--- src/rtl/trap_pkg.sv ---
package trap_pkg;
  typedef enum logic [2:0] {
    EID_RESET = 3'd0,
    EID_BREAK = 3'd1,
    EID_IBUS  = 3'd2,
    EID_WATCH = 3'd3,
    EID_DBUS  = 3'd4,
    EID_DIVZ  = 3'd5,
    EID_IRQ   = 3'd6,
    EID_SCALL = 3'd7
  } exc_id_e;

  typedef enum logic [2:0] {
    CSR_IE   = 3'd0,
    CSR_IM   = 3'd1,
    CSR_IP   = 3'd2,
    CSR_EBA  = 3'd3,
    CSR_DEBA = 3'd4
  } csr_sel_e;

  localparam int NUM_IDS   = 8;
  localparam int SLOT_SH   = 5;
  localparam int BASE_ZERO = 8;
  localparam logic [4:0] LINK_EXC = 5'd30;
  localparam logic [4:0] LINK_DBG = 5'd31;
endpackage

--- src/rtl/trap_arbiter.sv ---
module trap_arbiter
  import trap_pkg::*;
(
  input  logic               clk,
  input  logic               rst,
  input  logic [NUM_IDS-1:0] req,
  output logic               take,
  output exc_id_e            id
);
  logic [NUM_IDS-1:0] grant;

  // lowest ID wins: scan from the top so the last hit is the lowest
  always_comb begin
    take  = 1'b0;
    id    = EID_RESET;
    grant = '0;
    for (int i = NUM_IDS - 1; i >= 0; i--) begin
      if (req[i]) begin
        take     = 1'b1;
        id       = exc_id_e'(3'(i));
        grant    = '0;
        grant[i] = 1'b1;
      end
    end
  end

  p_single_grant_r8: assert property (@(posedge clk) disable iff (rst)
    $onehot0(grant) && ((grant & ~req) == '0));
  p_lowest_wins_r8: assert property (@(posedge clk) disable iff (rst)
    take |-> ((req & ~({NUM_IDS{1'b1}} << id)) == '0));
endmodule

--- src/rtl/trap_enable_stack.sv ---
module trap_enable_stack
  import trap_pkg::*;
(
  input  logic       clk,
  input  logic       rst,
  input  logic       enter_norm,
  input  logic       enter_dbg,
  input  logic       ret_valid,
  input  logic [4:0] ret_reg,
  input  logic       wr_en,
  input  logic [2:0] wr_val,
  output logic [2:0] ie
);
  always_ff @(posedge clk) begin
    if (rst)                                ie <= 3'b000;
    else if (enter_dbg)                     ie <= {ie[0], 2'b00};
    else if (enter_norm)                    ie <= {1'b0, ie[0], 1'b0};
    else if (ret_valid && ret_reg == LINK_EXC) ie <= {2'b00, ie[1]};
    else if (ret_valid && ret_reg == LINK_DBG) ie <= {2'b00, ie[2]};
    else if (wr_en)                         ie <= wr_val;
  end

  p_norm_entry_r4: assert property (@(posedge clk) disable iff (rst)
    enter_norm && !enter_dbg |=> ie == {1'b0, $past(ie[0]), 1'b0});
  p_dbg_entry_r5: assert property (@(posedge clk) disable iff (rst)
    enter_dbg |=> ie == {$past(ie[0]), 2'b00});
  p_ret_other_r6: assert property (@(posedge clk) disable iff (rst)
    ret_valid && ret_reg != LINK_EXC && ret_reg != LINK_DBG &&
    !enter_norm && !enter_dbg && !wr_en |=> $stable(ie));
  p_reset_clear_r1: assert property (@(posedge clk) disable iff (rst)
    $past(rst) |-> ie == 3'b000);
endmodule

--- src/rtl/trap_csr_file.sv ---
module trap_csr_file
  import trap_pkg::*;
#(
  parameter int          NIRQ      = 8,
  parameter int          AW        = 32,
  parameter logic [AW-1:0] RESET_VEC = 32'h1000_0000
) (
  input  logic            clk,
  input  logic            rst,
  input  logic            we,
  input  csr_sel_e        sel,
  input  logic [AW-1:0]   wdata,
  input  logic [NIRQ-1:0] irq_lines,
  output logic [NIRQ-1:0] im,
  output logic [NIRQ-1:0] ip,
  output logic [AW-1:0]   eba,
  output logic [AW-1:0]   deba
);
  localparam logic [AW-1:0] BASE_RST = {RESET_VEC[AW-1:BASE_ZERO], {BASE_ZERO{1'b0}}};

  logic [NIRQ-1:0] clr_mask;
  logic [AW-1:0]   base_wr;

  assign clr_mask = (we && sel == CSR_IP) ? wdata[NIRQ-1:0] : '0;
  assign base_wr  = {wdata[AW-1:BASE_ZERO], {BASE_ZERO{1'b0}}};

  always_ff @(posedge clk) begin
    if (rst) begin
      im   <= '0;
      ip   <= '0;
      eba  <= BASE_RST;
      deba <= BASE_RST;
    end else begin
      ip <= (ip & ~clr_mask) | irq_lines;
      if (we && sel == CSR_IM)   im   <= wdata[NIRQ-1:0];
      if (we && sel == CSR_EBA)  eba  <= base_wr;
      if (we && sel == CSR_DEBA) deba <= base_wr;
    end
  end

  p_ip_w1c_r7: assert property (@(posedge clk) disable iff (rst)
    we && sel == CSR_IP && irq_lines == '0 |=>
      ip == ($past(ip) & ~$past(wdata[NIRQ-1:0])));
  p_ip_set_r10: assert property (@(posedge clk) disable iff (rst)
    irq_lines != '0 |=> (ip & $past(irq_lines)) == $past(irq_lines));
  p_im_store_r7: assert property (@(posedge clk) disable iff (rst)
    we && sel == CSR_IM |=> im == $past(wdata[NIRQ-1:0]));
endmodule

--- src/rtl/trap_sequencer.sv ---
module trap_sequencer
  import trap_pkg::*;
#(
  parameter int            NIRQ      = 8,
  parameter int            AW        = 32,
  parameter logic [AW-1:0] RESET_VEC = 32'h1000_0000
) (
  input  logic            clk,
  input  logic            rst,
  input  logic [AW-1:0]   pc_i,
  input  logic            req_brk,
  input  logic            req_dbus,
  input  logic            req_divz,
  input  logic            req_scall,
  input  logic [NIRQ-1:0] irq_lines,
  input  logic            ret_valid,
  input  logic [4:0]      ret_reg,
  input  logic            csr_we,
  input  logic [2:0]      csr_sel,
  input  logic [AW-1:0]   csr_wdata,
  output logic            trap_valid,
  output logic [AW-1:0]   trap_pc,
  output logic [4:0]      link_addr,
  output logic [AW-1:0]   link_data,
  output logic [2:0]      ie_o,
  output logic [NIRQ-1:0] im_o,
  output logic [NIRQ-1:0] ip_o,
  output logic [AW-1:0]   eba_o,
  output logic [AW-1:0]   deba_o
);
  logic [NUM_IDS-1:0] reqv;
  logic               take;
  exc_id_e            id;
  logic               enter_dbg, enter_norm;
  csr_sel_e           sel;
  logic [AW-1:0]      base;

  assign sel = csr_sel_e'(csr_sel);

  always_comb begin
    reqv           = '0;
    reqv[EID_BREAK] = req_brk;
    reqv[EID_DBUS]  = req_dbus;
    reqv[EID_DIVZ]  = req_divz;
    reqv[EID_IRQ]   = ie_o[0] && ((ip_o & im_o) != '0);
    reqv[EID_SCALL] = req_scall;
  end

  trap_arbiter u_arb (
    .clk  (clk),
    .rst  (rst),
    .req  (reqv),
    .take (take),
    .id   (id)
  );

  assign enter_dbg  = take && (id == EID_BREAK);
  assign enter_norm = take && (id != EID_BREAK);

  trap_enable_stack u_ie (
    .clk        (clk),
    .rst        (rst),
    .enter_norm (enter_norm),
    .enter_dbg  (enter_dbg),
    .ret_valid  (ret_valid),
    .ret_reg    (ret_reg),
    .wr_en      (csr_we && sel == CSR_IE),
    .wr_val     (csr_wdata[2:0]),
    .ie         (ie_o)
  );

  trap_csr_file #(.NIRQ(NIRQ), .AW(AW), .RESET_VEC(RESET_VEC)) u_csr (
    .clk       (clk),
    .rst       (rst),
    .we        (csr_we),
    .sel       (sel),
    .wdata     (csr_wdata),
    .irq_lines (irq_lines),
    .im        (im_o),
    .ip        (ip_o),
    .eba       (eba_o),
    .deba      (deba_o)
  );

  // bases keep the low bits zero, so an OR places the slot offset
  assign base = enter_dbg ? deba_o : eba_o;

  always_ff @(posedge clk) begin
    if (rst) begin
      trap_valid <= 1'b0;
      trap_pc    <= '0;
      link_addr  <= '0;
      link_data  <= '0;
    end else begin
      trap_valid <= take;
      if (take) begin
        trap_pc   <= base | {{(AW-SLOT_SH-3){1'b0}}, id, {SLOT_SH{1'b0}}};
        link_addr <= enter_dbg ? LINK_DBG : LINK_EXC;
        link_data <= pc_i;
      end
    end
  end

  p_slot_align_r2: assert property (@(posedge clk) disable iff (rst)
    trap_valid |-> trap_pc[SLOT_SH-1:0] == '0);
  p_dbg_link_r3: assert property (@(posedge clk) disable iff (rst)
    trap_valid |-> ((link_addr == LINK_DBG) == (trap_pc[7:5] == EID_BREAK)));
  p_irq_gate_r9: assert property (@(posedge clk) disable iff (rst)
    trap_valid && trap_pc[7:5] == EID_IRQ |-> $past(ie_o[0]));
  p_reset_quiet_r1: assert property (@(posedge clk) disable iff (rst)
    $past(rst) |-> !trap_valid);
endmodule

--- config.mk ---
export PLATFORM = sky130hd
export DESIGN_NAME = trap_sequencer
export DESIGN_NICKNAME = d
export VERILOG_FILES = /design/src/rtl/trap_pkg.sv /design/src/rtl/trap_arbiter.sv /design/src/rtl/trap_enable_stack.sv /design/src/rtl/trap_csr_file.sv /design/src/rtl/trap_sequencer.sv
export SDC_FILE = /design/constraint.sdc
export NUM_CORES = 1
export LEC_CHECK = 0
export BUFFER_PORTS_ARGS = -buffer_cell sky130_fd_sc_hd__buf_4
export CORE_MARGIN = 10
export CORE_UTILIZATION = 40
export DETAILED_ROUTE_END_ITERATION = 10
export PLACE_DENSITY = 0.8
export SLEW_MARGIN = 20
export SYNTH_ARGS = -nofsm -noshare
export SYNTH_HDL_FRONTEND = slang
export SYNTH_SLANG_ARGS = --single-unit
--- constraint.sdc ---
create_clock -name clk -period 1.97 [get_ports clk]
set_input_delay 0.197 -clock clk [delete_from_list [all_inputs] [get_ports clk]]
set_output_delay 0.197 -clock clk [all_outputs]
set_load 0.1 [all_outputs]
==> metrics <==
status=complete, but fails checks; failing checks=setup timing; share of cells above drive strength 1=34.85%; Final ANT Viol Nets=0; cell chain of the critical path=a22o_4 -> o41a_1 -> nor3_4 -> buf_6 -> buf_12 -> mux2i_2; Die H=136.4 um; switching power=2.459 mW; Core ar.=approximately 13000 um^2; Worst path slowest cell=o41a_1; final non-filler cell area=approximately 8000 um^2; Period minus WS final=1990 ps; GRT Total Usage=18.73%; Synth Area in Adders=0%; Ys Warns=0; Crit path max-delay family=compound AO/OA/AOI/OAI gates; post-route setup slack=-20.09 ps; critical path type=reg -> reg; Initial DRC Count=332; I/O pins=roughly 240; Nets=934; mapped cell area=5423 um^2; cell area after placement=7228 um^2; vias in the first global route=around 5k; CP max stage delay=510 ps; area fraction of the dominant cell type after synthesis=47.62%; post-synthesis async set-or-reset flop share=0%; Synth Area in Simple Gates=19.06%; Sw Ratio=about a third; worst path bufs/invs=2; Clock Latency Late Sink=420 ps; post-synthesis cell count=between 600 and 700; Avg WL per Cell=roughly 18 um; Layout area overhead=48.34%; Total Routed Length=between 15 and 20 mm; Gate power share=22.2%; EDFF count, synth=0; top area cells in the synthesized netlist=dfxtp_1 48%, mux2i_1 8.1%, nand2b_1 7.5%, nand2_1 7.4%, a21oi_1 5.3%; relative slew slack=roughly 64%; initial antenna violation count=0; FMAX=502.5 MHz; internal power=roughly 5.1 mW; Crit path arrival time=~2300 ps; setup TNS=-20.09 ps; Clock power frac=40.9%; DP HPWL=12.49 mm; Worst Max-Slew Pin Slew=537.3 ps; Cell variety after synth=33; Initial Util=between 40% and 50%; final slew viol count=0; CTS Buf Count=17; Filler Cell Count=about 1.2k; count leader, synth=dfxtp_1; Post-synth top flop=dfxtp_1; DIE WIDTH=136.4 um; Worst Skew=7.350 ps; CTS Sinks=129; DRC Markers=0; root buffer cell=clkbuf_16; vias per cell=4.998; largest net degree at the start of global routing=66; VDD IR max=about 0.00067 V; multiplexer share of the synthesized area=roughly 8.3%; Leak=around 3.4 nW; die area=18610 um^2; unrepaired setup endpoints after global routing=yes; XOR/XNOR Fraction of Synth Area=0%; ANT cells=0; Yosys reg bits=between 100 and 150; largest family of logic cells by synthesized area=simple AND/OR/NAND/NOR gates; max_cap viols=0; Tcrit/Tclk final=101.0%; port bufs=219; CP Capture Type=register; crit path max fanout=5; Worst EP required=between 2000 and 2500 ps; synthesized area per cell=8.607 um^2; Final setup viols=1; clock buffer depth=2; sequential area share after synthesis=47.62%; register share of total power=36.9%; CTS tree=done; hold_ws=21.34 ps; first-pass GRT wire length=about 27 mm; Compound-Gate Fraction of Synth Area=between 10% and 20%; startpoint class of the critical path=register; PD cells=~930 nW/um^2; row cnt=42; final hold violation count=0; first-pass detailed-route iteration total=5; Commonest cells post-synth=129 x dfxtp_1, 107 x nand2_1, 65 x nand2b_1, 57 x a21oi_1, 44 x mux2i_1; register clock-pin slew on the reported worst setup and hold paths=60 ps; Synth area leader=dfxtp_1; min-delay worst type=in -> reg; routability cong.=0.8034; GR Overflow Total=0; routed vias=5168; H-tree depth=4
final cells by class:
cell class / count / area, um^2 / area share, %
Clock inverter: 10 / 107.6 / 1.338
Inverter: 26 / 97.59 / 1.213
Tap cell: 176 / 220.2 / 2.738
Sequential cell: 129 / 2641 / 32.84
Timing Repair Buffer: 251 / 2029 / 25.23
Clock buffer: 21 / 471.7 / 5.864
Multi-Input combinational cell: 421 / 2476 / 30.78
power groups by stage:
stage / Sequential, mW / Combinational, mW / Clock (mW)
3_3_place_gp: 2.82 / 1.63 / 0
4_1_cts: 2.78 / 1.65 / 3.13
3_5_place_dp: 2.83 / 1.64 / 0
2_1_floorplan: 3.59 / 0.495 / 0
5_1_grt: 2.79 / 1.74 / 3.24
6_report: 2.78 / 1.67 / 3.07
layer usage:
metal	vias to the layer above	GRT usage [%]	share of wire [%]
li1	2531	-	-
met2	207	30.59	48
met5	-	0	0
met3	24	8.856	10
met1	2406	21.17	40
met4	0	5.976	1.4
through the flow:
step	util [%]	cells	worst slack (ps)	power, mW
2_1_floorplan	-	650	-15.85	4.086
3_3_place_gp	54.58	987	103.1	4.454
3_5_place_dp	54.58	987	22.54	4.466
4_1_cts	59.48	1024	3.023	7.559
5_1_grt	60.74	1034	-65.10	7.769
6_report	60.74	1034	-20.09	7.517
sequential cells by signal, summed over array words and instances, names as in the netlist:
| signal | cells |
|---|---|
| u_csr.eba | 24 |
| u_csr.deba | 24 |
| u_csr.im | 8 |
| u_csr.ip | 8 |
| link_addr | 2 |
| trap_pc | 27 |
| trap_valid | 1 |
| u_ie.ie | 3 |
| link_data | 32 |
cells by family (layout without fill, tap and decap cells):
| group | Yosys count | count (layout) |
|---|---|---|
| AND/OR/NAND/NOR | 215 | 215 |
| multiplexers | 45 | 45 |
| flip-flops | 129 | 129 |
| other | 1 | 21 |
| buffers and inverters | 100 | 308 |
| AO/OA/AOI/OAI | 140 | 140 |
repair_timing:
item,CTS,global route
pin swaps,0,4
cloned,0,6
setup buffers,0,4
gates resized for setup,1,6
hold buffers,6,0
endpoints found under the hold margin,6,0
setup endpoints to repair,1,22
worst paths after layout:
check	start	endpoint	depth (start not counted)	slack [ps]
worst min register to register	u_csr.deba[10]	u_csr.deba[10]	2	470
worst max register to register	u_csr.im[5]	link_data[23]	6	-20
worst max-delay path	u_csr.im[5]	link_data[23]	6	-20
worst min-delay path	irq_lines[1]	u_csr.ip[1]	3	20
placed cells by master, fill, tap and decap left out, types with 2 or more instances in the layout:
cell type / Yosys / final
clkinv_2: 0 / 5
nand2_1: 107 / 107
o21ai_0: 26 / 26
bufinv_16: 0 / 2
clkbuf_1: 43 / 2
buf_12: 0 / 5
clkbuf_16: 0 / 21
nor3_1: 6 / 4
nor4_1: 3 / 3
conb_1: 1 / 21
inv_1: 26 / 26
dfxtp_1: 129 / 112
dfxtp_2: 0 / 2
buf_4: 27 / 233
nand2b_1: 65 / 65
mux2i_1: 44 / 43
nor2_1: 20 / 20
dfxtp_4: 0 / 15
nand3b_1: 2 / 2
dlygate4sd3_1: 0 / 6
a22o_4: 0 / 2
a21oi_1: 57 / 57
buf_6: 1 / 4
a22o_1: 4 / 2
a221oi_1: 24 / 24
and3_1: 2 / 2
a31oi_1: 24 / 24
nand3_1: 4 / 4
worst register-to-register path, stage by stage (launching register included):
cell     delay, ps
dfxtp_4        350
a22o_4         250
o41a_1         510
nor3_4         260
buf_6          180
buf_12         140
mux2i_2        220
Power figures use the tool's default switching activity.
